===== src/rtl/fpc_pkg.sv =====
package fpc_pkg;
    localparam int DATA_W      = 16;
    localparam int PLANES      = 4;
    localparam int PLANE_LG    = 4;
    localparam int SMALL_LG    = 0;
    localparam int MAIN_LG     = 3;
    localparam int NUM_SMALL   = 8;
    localparam int ADDR_W      = PLANE_LG + $clog2(PLANES);
    localparam int WORDS       = 1 << ADDR_W;
    localparam int SMALL_SPAN  = NUM_SMALL << SMALL_LG;
    localparam int NUM_MAIN    = (WORDS - SMALL_SPAN) >> MAIN_LG;
    localparam int NUM_SECT    = NUM_SMALL + NUM_MAIN;
    localparam int SECT_W      = $clog2(NUM_SECT);
    localparam int PLANE_W     = $clog2(PLANES);
    localparam int T_PROG      = 6;
    localparam int T_ERS_SMALL = 20;
    localparam int T_ERS_MAIN  = 70;
    localparam int CNT_W       = $clog2(T_ERS_MAIN + 1);
    localparam int STAT_POLL   = 7;
    localparam int STAT_TOG    = 6;

    typedef logic [ADDR_W-1:0]  addr_t;
    typedef logic [DATA_W-1:0]  word_t;
    typedef logic [SECT_W-1:0]  sect_t;
    typedef logic [PLANE_W-1:0] plane_t;
    typedef logic [CNT_W-1:0]   cnt_t;

    typedef enum logic [2:0] {
        OP_READ    = 3'd0,
        OP_PROG    = 3'd1,
        OP_ERASE   = 3'd2,
        OP_SUSPEND = 3'd3,
        OP_RESUME  = 3'd4
    } op_e;

    typedef enum logic [1:0] {
        RSP_DATA   = 2'd0,
        RSP_STATUS = 2'd1,
        RSP_ACK    = 2'd2,
        RSP_REJ    = 2'd3
    } rsp_e;

    typedef enum logic [2:0] {
        ST_IDLE, ST_ERASE, ST_PROG, ST_ESUSP, ST_PSUSP, ST_NPROG
    } state_e;

    function automatic sect_t sect_of(addr_t a);
        if (int'(a) < SMALL_SPAN)
            return sect_t'(int'(a) >> SMALL_LG);
        return sect_t'(NUM_SMALL + ((int'(a) - SMALL_SPAN) >> MAIN_LG));
    endfunction
endpackage


===== src/rtl/fpc_decode.sv =====
module fpc_decode
    import fpc_pkg::*;
(
    input  addr_t  addr,
    output sect_t  sect,
    output plane_t plane
);
    assign sect  = sect_of(addr);
    assign plane = addr[ADDR_W-1:PLANE_LG];
endmodule


===== src/rtl/fpc_timer.sv =====
module fpc_timer
    import fpc_pkg::*;
(
    input  logic clk,
    input  logic rst_n,
    input  logic load,
    input  cnt_t load_val,
    input  logic run,
    output cnt_t cnt,
    output logic expire
);
    always_ff @(posedge clk or negedge rst_n) begin
        if (!rst_n)
            cnt <= '0;
        else if (load)
            cnt <= load_val;
        else if (run && cnt != '0)
            cnt <= cnt - 1'b1;
    end

    assign expire = run && !load && (cnt == cnt_t'(1));
endmodule


===== src/rtl/fpc_array.sv =====
module fpc_array
    import fpc_pkg::*;
(
    input  logic  clk,
    input  logic  rst_n,
    input  addr_t rd_addr,
    output word_t rd_data,
    input  logic  pg_en,
    input  addr_t pg_addr,
    input  word_t pg_data,
    input  logic  er_en,
    input  sect_t er_sect
);
    word_t mem [WORDS];

    for (genvar i = 0; i < WORDS; i++) begin : g_word
        localparam sect_t WSECT = sect_of(addr_t'(i));
        always_ff @(posedge clk or negedge rst_n) begin
            if (!rst_n)
                mem[i] <= '1;
            else if (er_en && er_sect == WSECT)
                mem[i] <= '1;
            else if (pg_en && pg_addr == addr_t'(i))
                mem[i] <= mem[i] & pg_data;
        end
    end

    assign rd_data = mem[rd_addr];
endmodule


===== src/rtl/fpc_ctrl.sv =====
module fpc_ctrl
    import fpc_pkg::*;
(
    input  logic                clk,
    input  logic                rst_n,
    input  logic                req_valid,
    input  logic [2:0]          req_op,
    input  logic [ADDR_W-1:0]   req_addr,
    input  logic [DATA_W-1:0]   req_wdata,
    input  logic [NUM_SECT-1:0] sect_lock,
    output logic                rsp_valid,
    output logic [1:0]          rsp_code,
    output logic [DATA_W-1:0]   rsp_data,
    output logic                busy,
    output logic                susp
);
    state_e state, state_nx;
    op_e    op;
    logic   rd_req, pg_req, er_req, sp_req, rs_req;
    sect_t  q_sect, p_sect;
    plane_t q_plane, p_plane, n_plane;
    addr_t  p_addr, n_addr, pg_addr;
    word_t  p_data, n_data, pg_data, rd_data, status;
    logic   locked, run, expire, ld, acc, susp_ok, res_ok;
    logic   pg_en, er_en, blocked, tgt, tog;
    cnt_t   cnt, ld_val, saved;
    rsp_e   rsp_code_q;

    assign op     = op_e'(req_op);
    assign rd_req = req_valid && op == OP_READ;
    assign pg_req = req_valid && op == OP_PROG;
    assign er_req = req_valid && op == OP_ERASE;
    assign sp_req = req_valid && op == OP_SUSPEND;
    assign rs_req = req_valid && op == OP_RESUME;
    assign locked = sect_lock[q_sect];
    assign run    = state inside {ST_ERASE, ST_PROG, ST_NPROG};
    assign busy   = run;
    assign susp   = state inside {ST_ESUSP, ST_PSUSP, ST_NPROG};
    assign rsp_code = rsp_code_q;

    fpc_decode u_dec (.addr(req_addr), .sect(q_sect), .plane(q_plane));

    fpc_timer u_tmr (
        .clk(clk), .rst_n(rst_n), .load(ld), .load_val(ld_val),
        .run(run), .cnt(cnt), .expire(expire)
    );

    fpc_array u_arr (
        .clk(clk), .rst_n(rst_n), .rd_addr(req_addr), .rd_data(rd_data),
        .pg_en(pg_en), .pg_addr(pg_addr), .pg_data(pg_data),
        .er_en(er_en), .er_sect(p_sect)
    );

    // next state, timer control and array strobes
    always_comb begin
        state_nx = state;
        acc      = 1'b0;
        susp_ok  = 1'b0;
        res_ok   = 1'b0;
        ld       = 1'b0;
        ld_val   = '0;
        pg_en    = 1'b0;
        er_en    = 1'b0;
        pg_addr  = p_addr;
        pg_data  = p_data;
        unique case (state)
            ST_IDLE: begin
                if (pg_req && !locked) begin
                    state_nx = ST_PROG;
                    acc = 1'b1; ld = 1'b1; ld_val = cnt_t'(T_PROG);
                end else if (er_req && !locked) begin
                    state_nx = ST_ERASE;
                    acc = 1'b1; ld = 1'b1;
                    ld_val = (q_sect < sect_t'(NUM_SMALL)) ? cnt_t'(T_ERS_SMALL)
                                                          : cnt_t'(T_ERS_MAIN);
                end
            end
            ST_ERASE: begin
                if (expire) begin
                    er_en = 1'b1; state_nx = ST_IDLE;
                end else if (sp_req) begin
                    susp_ok = 1'b1; state_nx = ST_ESUSP;
                end
            end
            ST_PROG: begin
                if (expire) begin
                    pg_en = 1'b1; state_nx = ST_IDLE;
                end else if (sp_req) begin
                    susp_ok = 1'b1; state_nx = ST_PSUSP;
                end
            end
            ST_ESUSP: begin
                if (rs_req) begin
                    res_ok = 1'b1; ld = 1'b1; ld_val = saved; state_nx = ST_ERASE;
                end else if (pg_req && !locked && q_sect != p_sect) begin
                    acc = 1'b1; ld = 1'b1; ld_val = cnt_t'(T_PROG); state_nx = ST_NPROG;
                end
            end
            ST_PSUSP: begin
                if (rs_req) begin
                    res_ok = 1'b1; ld = 1'b1; ld_val = saved; state_nx = ST_PROG;
                end
            end
            ST_NPROG: begin
                if (expire) begin
                    pg_en = 1'b1; pg_addr = n_addr; pg_data = n_data;
                    state_nx = ST_ESUSP;
                end
            end
            default: state_nx = ST_IDLE;
        endcase
    end

    // read gating and status word
    always_comb begin
        unique case (state)
            ST_ERASE, ST_PROG: blocked = (q_plane == p_plane);
            ST_ESUSP:          blocked = (q_sect == p_sect);
            ST_PSUSP:          blocked = (req_addr == p_addr);
            ST_NPROG:          blocked = (q_sect == p_sect) || (q_plane == n_plane);
            default:           blocked = 1'b0;
        endcase
        if (state == ST_NPROG && q_sect != p_sect)
            tgt = n_data[STAT_POLL];
        else if (state inside {ST_ERASE, ST_ESUSP, ST_NPROG})
            tgt = 1'b1;
        else
            tgt = p_data[STAT_POLL];
        status = '0;
        status[STAT_POLL] = ~tgt;
        status[STAT_TOG]  = tog;
    end

    // state register
    always_ff @(posedge clk or negedge rst_n) begin
        if (!rst_n) state <= ST_IDLE;
        else        state <= state_nx;
    end

    // operation context
    always_ff @(posedge clk or negedge rst_n) begin
        if (!rst_n) begin
            p_addr <= '0; p_data <= '0; p_sect <= '0; p_plane <= '0;
            n_addr <= '0; n_data <= '0; n_plane <= '0; saved <= '0;
        end else begin
            if (acc && state == ST_ESUSP) begin
                n_addr <= req_addr; n_data <= req_wdata; n_plane <= q_plane;
            end else if (acc) begin
                p_addr <= req_addr; p_data <= req_wdata;
                p_sect <= q_sect;   p_plane <= q_plane;
            end
            if (susp_ok)
                saved <= cnt - 1'b1;
        end
    end

    // responses
    always_ff @(posedge clk or negedge rst_n) begin
        if (!rst_n) begin
            rsp_valid  <= 1'b0;
            rsp_code_q <= RSP_DATA;
            rsp_data   <= '0;
            tog        <= 1'b0;
        end else begin
            rsp_valid  <= req_valid;
            rsp_data   <= '0;
            rsp_code_q <= RSP_REJ;
            if (req_valid) begin
                unique case (op)
                    OP_READ: begin
                        if (blocked) begin
                            rsp_code_q <= RSP_STATUS;
                            rsp_data   <= status;
                            tog        <= ~tog;
                        end else begin
                            rsp_code_q <= RSP_DATA;
                            rsp_data   <= rd_data;
                        end
                    end
                    OP_PROG, OP_ERASE: rsp_code_q <= acc ? RSP_ACK : RSP_REJ;
                    OP_SUSPEND:        rsp_code_q <= susp_ok ? RSP_ACK : RSP_REJ;
                    OP_RESUME:         rsp_code_q <= res_ok ? RSP_ACK : RSP_REJ;
                    default:           rsp_code_q <= RSP_REJ;
                endcase
            end
            if (acc)
                tog <= 1'b0;
        end
    end

    // one response per request, one cycle later
    a_r3_rsp_follows: assert property (@(posedge clk) disable iff (!rst_n)
        req_valid |=> rsp_valid);
    a_r3_no_spurious: assert property (@(posedge clk) disable iff (!rst_n)
        !req_valid |=> !rsp_valid);
    // locked sector refuses program and erase
    a_r6_locked_rej: assert property (@(posedge clk) disable iff (!rst_n)
        ((pg_req || er_req) && locked) |=> rsp_code_q == RSP_REJ);
    // other-plane read during a running operation returns data
    a_r7_other_plane: assert property (@(posedge clk) disable iff (!rst_n)
        (rd_req && state inside {ST_ERASE, ST_PROG} && q_plane != p_plane)
        |=> rsp_code_q == RSP_DATA);
    // no second operation while one runs
    a_r9_busy_rej: assert property (@(posedge clk) disable iff (!rst_n)
        ((pg_req || er_req) && state inside {ST_ERASE, ST_PROG, ST_PSUSP, ST_NPROG})
        |=> rsp_code_q == RSP_REJ);
    // stray resume is refused and changes nothing
    a_r12_stray_resume: assert property (@(posedge clk) disable iff (!rst_n)
        (rs_req && !(state inside {ST_ESUSP, ST_PSUSP}) && !expire)
        |=> (rsp_code_q == RSP_REJ) && (state == $past(state)));
    // a counting operation never sits at zero
    a_r12_run_nonzero: assert property (@(posedge clk) disable iff (!rst_n)
        run |-> cnt != '0);
    // nested program returns to the erase hold
    a_r13_nest_return: assert property (@(posedge clk) disable iff (!rst_n)
        (state == ST_NPROG && expire) |=> state == ST_ESUSP);
endmodule


===== config.mk =====
export PLATFORM = sky130hd
export DESIGN_NAME = fpc_ctrl
export DESIGN_NICKNAME = d
export VERILOG_FILES = /design/src/rtl/fpc_pkg.sv /design/src/rtl/fpc_decode.sv /design/src/rtl/fpc_timer.sv /design/src/rtl/fpc_array.sv /design/src/rtl/fpc_ctrl.sv
export SDC_FILE = /design/constraint.sdc
export NUM_CORES = 2
export LEC_CHECK = 0
export ABC_AREA = 0
export BUFFER_PORTS_ARGS = -buffer_cell sky130_fd_sc_hd__buf_2
export CORE_MARGIN = 10
export CORE_UTILIZATION = 60
export DETAILED_ROUTE_END_ITERATION = 16
export GPL_TIMING_DRIVEN = 0
export PLACE_DENSITY = 0.73
export SLEW_MARGIN = 20
export SYNTH_ARGS = -nofsm -noshare
export SYNTH_HDL_FRONTEND = slang
export SYNTH_SLANG_ARGS = --single-unit

===== constraint.sdc =====
create_clock -name clk -period 4.3 [get_ports clk]
set_clock_uncertainty 0.1 [all_clocks]
set_input_delay 0.645 -clock clk [delete_from_list [all_inputs] [get_ports clk]]
set_output_delay 0.645 -clock clk [all_outputs]
set_load 0.1 [all_outputs]

Word-level counts from Yosys, hierarchy flattened
Index checks and enable logic that the tools add are counted.
Widths: inputs -> output; s select.
{"block": "totals", "ff_bits": 1113, "latch_bits": 0, "mem_bits_rw": 0, "mem_bits_ro": 0, "memories": 0}
{"block": "classes", "add_sub_neg": 3, "n_mul": 0, "n_div": 0, "magnitude_cmp": 4, "eq_ne": 98, "shifts": 0, "mux": 191, "n_bitwise": 68, "n_reduce_logical": 177}
{"operator": "$mux 16", "count": 135}
{"operator": "$and 16x16->16", "count": 64}
{"operator": "$eq 6x6->1 const B", "count": 32}
{"operator": "$reduce_bool 2->1", "count": 68}
{"operator": "$bmux 16 s6", "count": 1}
{"operator": "$eq 6x5->1 const B", "count": 16}
{"operator": "$logic_and 1x1->1", "count": 91}
{"operator": "$mux 7", "count": 7}
{"operator": "$eq 6x4->1 const B", "count": 8}
{"operator": "$mux 3", "count": 11}
{"operator": "$eq 4x4->1 const B", "count": 7}
{"operator": "$mux 1", "count": 25}
{"operator": "$eq 6x3->1 const B", "count": 4}
{"operator": "$pmux 7 s3", "count": 1}
{"operator": "$pmux 3 s6", "count": 1}
{"operator": "$eq 4x3->1 const B", "count": 4}
{"operator": "$eq 3x2->1 const B", "count": 4}
{"operator": "$eq 6x2->1 const B", "count": 2}
{"operator": "$mux 6", "count": 2}
{"operator": "$ne 3x3->1 const B", "count": 4}
{"operator": "$eq 3x3->1 const B", "count": 3}
{"operator": "$reduce_bool 3->1", "count": 3}
{"operator": "$eq 4x2->1 const B", "count": 2}
{"operator": "$mux 4", "count": 2}
{"operator": "other kinds (34)", "count": 44}

Depth between registers and ports, before layout
{"block": "depth", "word_depth": 20, "depth_mapped": 15, "mapped_depth_nobuf": 10}

Cells and area by module
Synthesis repeated with hierarchy kept, for this count alone.
{"block": "hier_totals", "hier_cells": 4547, "hier_area_um2": 50484.7}
{"module": "fpc_array", "instances": 1, "cells_per_inst": 4120, "area_each_um2": 45685.1}
{"module": "fpc_ctrl", "instances": 1, "cells_per_inst": 361, "area_each_um2": 4221.5}
{"module": "fpc_timer", "instances": 1, "cells_per_inst": 52, "area_each_um2": 480.5}
{"module": "fpc_decode", "instances": 1, "cells_per_inst": 14, "area_each_um2": 97.6}

Worst setup path before layout
OpenSTA, ideal clock, no wires.
{"block": "synth_timing", "path_kind": "input -> register", "start": "input req_addr[3]", "end": "register n_data[10]", "arrival_ns": 4.122, "required_time_ns": 4.075, "setup_slack_ns": -0.047, "path_stages": 14, "cell_sequence": "buf_2 inv_1 clkbuf_1 buf_1 ha_1 ha_1 nor2b_1 nor2_1 mux4_2 nor3_1 a311oi_4 nor4_4 buf_6 mux2_4"}
{"block": "synth_via", "elab_chain_cells": 12, "word_cells_on_any_way": 19, "cone_classes": "2 x add/sub; 1 x order compare; 1 x eq/ne; 10 x mux; 5 x reduce/logical"}
{"item": "start, declared", "line": "fpc_ctrl.sv:8", "text": "input logic [ADDR_W-1:0] req_addr,"}
{"item": "$sub 6x4->7 or $lt 6x4->1 (tied branches)", "line": "fpc_pkg.sv:50, fpc_pkg.sv:48"}
{"item": "$add 4x4->4 or $mux 1 (tied branches)", "line": "fpc_pkg.sv:50, fpc_pkg.sv:48"}
{"item": "$mux 4 *", "line": "fpc_pkg.sv:50", "text": "return sect_t'(NUM_SMALL + ((int'(a) - SMALL_SPAN) >> MAIN_LG));"}
{"item": "$bmux 1 s4", "line": "fpc_ctrl.sv:35", "text": "assign locked = sect_lock[q_sect];"}
{"item": "$mux 1 (implied by the code)", "line": "fpc_ctrl.sv:35"}
{"item": "$logic_not 1->1", "line": "fpc_ctrl.sv:68, fpc_ctrl.sv:71, fpc_ctrl.sv:95"}
{"item": "$logic_and 1x1->1", "line": "fpc_ctrl.sv:68, fpc_ctrl.sv:95"}
{"item": "$logic_and 1x1->1", "line": "fpc_ctrl.sv:95", "text": "end else if (pg_req && !locked && q_sect != p_sect) begin"}
{"item": "$mux 1", "line": "fpc_ctrl.sv:95"}
{"item": "$mux 1", "line": "fpc_ctrl.sv:93", "text": "if (rs_req) begin"}
{"item": "$pmux 1 s2 *", "line": "fpc_ctrl.sv:66", "text": "unique case (state)"}
{"item": "$logic_and 1x1->1 *", "line": "fpc_ctrl.sv:146", "text": "if (acc && state == ST_ESUSP) begin"}
{"item": "end signal, assigned", "line": "fpc_ctrl.sv:147", "text": "n_addr <= req_addr; n_data <= req_wdata; n_plane <= q_plane;"}
{"item": "end, declared", "line": "fpc_ctrl.sv:23", "text": "word_t p_data, n_data, pg_data, rd_data, status;"}
Mark *: on every way between the ends. The rest lies on a longest branch, timed or not. The select of a mux whose other input is x is not followed.
A chain may end at the register's enable or synchronous reset.

Worst setup path after layout
{"block": "layout_timing", "start": "register state[2]", "end": "register u_arr.mem[998] (netlist bit)"}
{"block": "layout_via", "elab_chain_cells": 10, "word_cells_on_any_way": 26, "cone_classes": "6 x eq/ne; 10 x mux; 1 x bitwise; 9 x reduce/logical"}
{"item": "start, declared", "line": "fpc_ctrl.sv:17", "text": "state_e state, state_nx;"}
{"item": "start signal, assigned", "line": "fpc_ctrl.sv:137", "text": "else state <= state_nx;"}
{"item": "$eq 3x3->1, or another cell as far along", "line": "fpc_ctrl.sv:66"}
{"item": "$pmux 1 s3", "line": "fpc_ctrl.sv:66"}
{"item": "$logic_not 1->1", "line": "fpc_timer.sv:21", "text": "assign expire = run && !load && (cnt == cnt_t'(1));"}
{"item": "$logic_and 1x1->1 (2 in a row)", "line": "fpc_timer.sv:21"}
{"item": "$mux 6 or $mux 16 (tied branches)", "line": "fpc_ctrl.sv:105", "text": "if (expire) begin"}
{"item": "$mux 6 or $mux 16 (tied branches)", "line": "fpc_ctrl.sv:66"}
{"item": "$eq 6x1->1 or $and 16x16->16 (tied branches)", "line": "fpc_array.sv:23, fpc_array.sv:24"}
{"item": "$logic_and 1x1->1 or $mux 16 (tied branches)", "line": "fpc_array.sv:23", "text": "else if (pg_en && pg_addr == addr_t'(i))"}
{"item": "$reduce_bool 2->1 (no line) or $mux 16 (tied branches)"}
{"item": "end signal, assigned by index", "line": "fpc_array.sv:24", "text": "mem[i] <= mem[i] & pg_data;"}
{"item": "end, declared", "line": "fpc_array.sv:14", "text": "word_t mem [WORDS];"}
Parallel ways exist; a longest one is shown, timed or not. The select of a mux whose other input is x is not followed.

==> reports/results.tsv <==
metric	value	unit
Max FO, Critical Path	10	
Synth Instances	4336	
post-synthesis mux area share	16.6	%
area delta synth->final	12.2	%
leakage power	26.4	nW
data required time of the critical path	4.82	ns
EDFF count, synth	0	
gpl congestion	1.11	
area leader, netlist	dfstp_2	
final WL	185000	um
placed cells	5471	
Final setup viols	13	
HPWL Detailed	127000	um
Tightest Pin Transition	1.32	ns
# nets final	4565	
Post-Synth XOR/XNOR Area	0.333	%
startpoint types	flip-flop	
Crit path arrival time	4.92	ns
max-cap violation count	0	
drt wl/cell	32.5	um
Rows	105	
all-layer global routing usage	39.0	%
Pre-antenna DRT Iters	9	
violated checks	setup timing	
maximum vdd drop	0.436	mV
fin crit share	102	%
vias after detailed routing	39200	
Post-synth ARST share	100	%
Routed Antenna Nets	0	
Die H	308	um
Synth Area in Compound Gates	11.4	%
Post-Route Utilization	68.1	%
final setup margin	-0.0952	ns
Yosys warnings	0	
Synth Area in Simple Gates	10.4	%
clk sinks	1109	
Power Dens Cells	529	nW/um2
Mapped Nets	4384	
Synth cell types	65	
Post-route DRC	0	
worst-skew pair later-pin latency	0.74	ns
Post-Syn Area	49900	um2
CTS max path bufs	3	
Synth Area in Adders	0.125	%
critical path class	reg -> reg	
outcome	complete, but fails checks	
CTS tree	yes	
gr ovfl total	0	
CTS Root Cell	clkbuf_16	
Die ar.	95200	um2
core area	82200	um2
effective utilization at floorplan	60.7	%
PortBufs	57	
layout cells sized above 1	37.9	%
largest net degree at the start of global routing	150	
f_max	228	MHz
first-pass GRT wire length	266000	um
HP Class	in -> reg	
most used standard cell by instance count after synthesis	nand2_1	
Clock Pin Slew Worst Setup and Hold Paths	0.06	ns
Non-Filler Instances	5685	
FILL cells	5941	
share of Yosys cell area claimed by the top area cell type	53.9	%
largest family of logic cells by synthesized area	multiplexers	
Final Hold Viols	0	
Slew Limit Headroom	12.2	%
CTS H-tree depth	3	
drt initial violations	5754	
die width	308	um
vias in the first global route	37800	
initial antenna violation count	15	
Worst Setup End Kind	flip-flop	
top cells by area, synth	dfstp_2 54%, mux4_2 14%, o21ai_0 10%, nand2_1 8.7%, dfrtp_1 4.3%	
flip-flop and latch count after synthesis	1109	
Pwr Total	29.6	mW
number of buffers created by CTS	111	
Final Max Slew Viols	0	
top_reg_cell synth	dfstp_2	
Post-synth top cells	1154 x nand2_1, 1044 x o21ai_0, 1024 x dfstp_2	
Tmin final	4.40	ns
part of the Yosys area used for sequential elements	58.1	%
unrepaired setup endpoints after global routing	yes	
Syn Area/Cell	11.5	um2
num ports	64	
final setup TNS	-0.411	ns
Via density	6.89	
flip-flops by register name, indices dropped and copies added, names as in the netlist:
name / flops
rsp_valid: 1
u_tmr.cnt: 7
p_data: 16
p_plane: 2
p_sect: 4
rsp_code: 2
p_addr: 4
saved: 7
n_plane: 2
state: 3
rsp_data: 16
n_addr: 4
n_data: 16
u_arr.mem: 1024
tog: 1
stage by stage:
| step | hold slack [ns] | cell area, um2 | worst slack [ns] |
|---|---|---|---|
| global placement | 0.361 | 51600 | -20.32 |
| CTS | 0.0323 | 55900 | 0.0317 |
| global route | 0.0563 | 56000 | -0.0213 |
| finish | 0.0445 | 56000 | -0.0952 |
| floorplan | 0.249 | 49900 | 0.0564 |
| detailed placement | 0.367 | 51800 | -1.12 |
metal layers:
layer	global-route usage [%]	routed length [um]	share of wire, %
met5	2.11	380	0.21
met4	25.3	13800	7.5
met1	48.9	64600	35
met2	52.7	76400	41
met3	19.7	29400	16
power by group:
| part | switching [mW] | total [mW] | internal [mW] |
|---|---|---|---|
| Clock | 4.41 | 10.8 | 6.42 |
| Sequential | 0.435 | 11.9 | 11.5 |
| Combinational | 5.59 | 6.88 | 1.30 |
| Total | 10.4 | 29.6 | 19.2 |
repair_timing:
action / 4_1_cts / 5_1_grt
setup endpoints to repair: 187 / 369
resized for setup: 8 / 17
hold buffers: 1 / 0
endpoints found under the hold margin: 9 / 0
setup buffers: 0 / 2
pin swaps: 0 / 2
worst paths after layout:
| path | start | to | slack, ns | depth (start not counted) |
|---|---|---|---|---|
| setup reg to reg | state[2]$_DFFE_PN0P_ | u_arr.mem[998]$_DFFE_PN1P_ | -0.1 | 11 |
| hold reg to reg | u_arr.mem[156]$_DFFE_PN1P_ | u_arr.mem[156]$_DFFE_PN1P_ | 0.37 | 2 |
| min in group asynchronous | rst_n | u_arr.mem[553]$_DFFE_PN1P_ | 0.58 | 2 |
| max in group asynchronous | rst_n | u_arr.mem[359]$_DFFE_PN1P_ | 2.12 | 4 |
| hold / removal | req_valid | rsp_valid$_DFF_PN0_ | 0.04 | 1 |
| setup / recovery | state[2]$_DFFE_PN0P_ | u_arr.mem[998]$_DFFE_PN1P_ | -0.1 | 11 |
layout make-up:
| cell class | count | area, um2 | share of cell area, % |
|---|---|---|---|
| inverters | 10 | 37.5 | 0.0670 |
| flip-flops and latches | 1109 | 29000 | 51.8 |
| repair buffers | 71 | 583 | 1.04 |
| clock buffers | 149 | 3190 | 5.69 |
| clock inverters | 55 | 867 | 1.55 |
| diodes | 7 | 17.5 | 0.0313 |
| multi-input cells | 2845 | 19500 | 34.7 |
| plain buffers | 369 | 1500 | 2.67 |
| well taps | 1070 | 1340 | 2.39 |
placed cells by master (no fill, tap or decap), drive strengths merged, types with 3 or more instances in the layout:
cell	count
nand3	16
diode	7
or2	3
o21ai	1045
a21oi	11
xnor2	12
clkbuf	413
xor2	7
o22ai	14
mux4	315
nand2b	8
or3b	4
clkinv	23
and2	3
nor2b	16
clkinvlp	7
ha	5
nor3b	3
mux2i	29
nor2	47
bufinv	20
nand2	1154
dfstp	1024
a211oi	17
nor3	4
and3	16
or3	9
buf	175
nor4	5
inv	15
mux2	67
dfrtp	85
logic make-up after synthesis:
kind of cell             count (synthesis)
AND/OR/NAND/NOR                       1303
flip-flops                            1109
XOR/XNOR                                19
buffers and inverters                  382
AO/OA/AOI/OAI                         1107
multiplexers                           411
adder cells (fa/ha/maj)                  5
worst max-delay path, stage by stage (launching register included):
cell      delay, ns
dfrtp_1        0.38
buf_2          0.18
and3b_1        0.25
nand4_1        0.09
clkbuf_1       0.52
buf_2          0.46
mux2i_1        0.28
nor2_1         0.83
nand2_1        0.42
clkbuf_1       0.38
o21ai_0        0.30
nand2_1        0.10
Note: power is estimated with default switching activity, not from simulation.
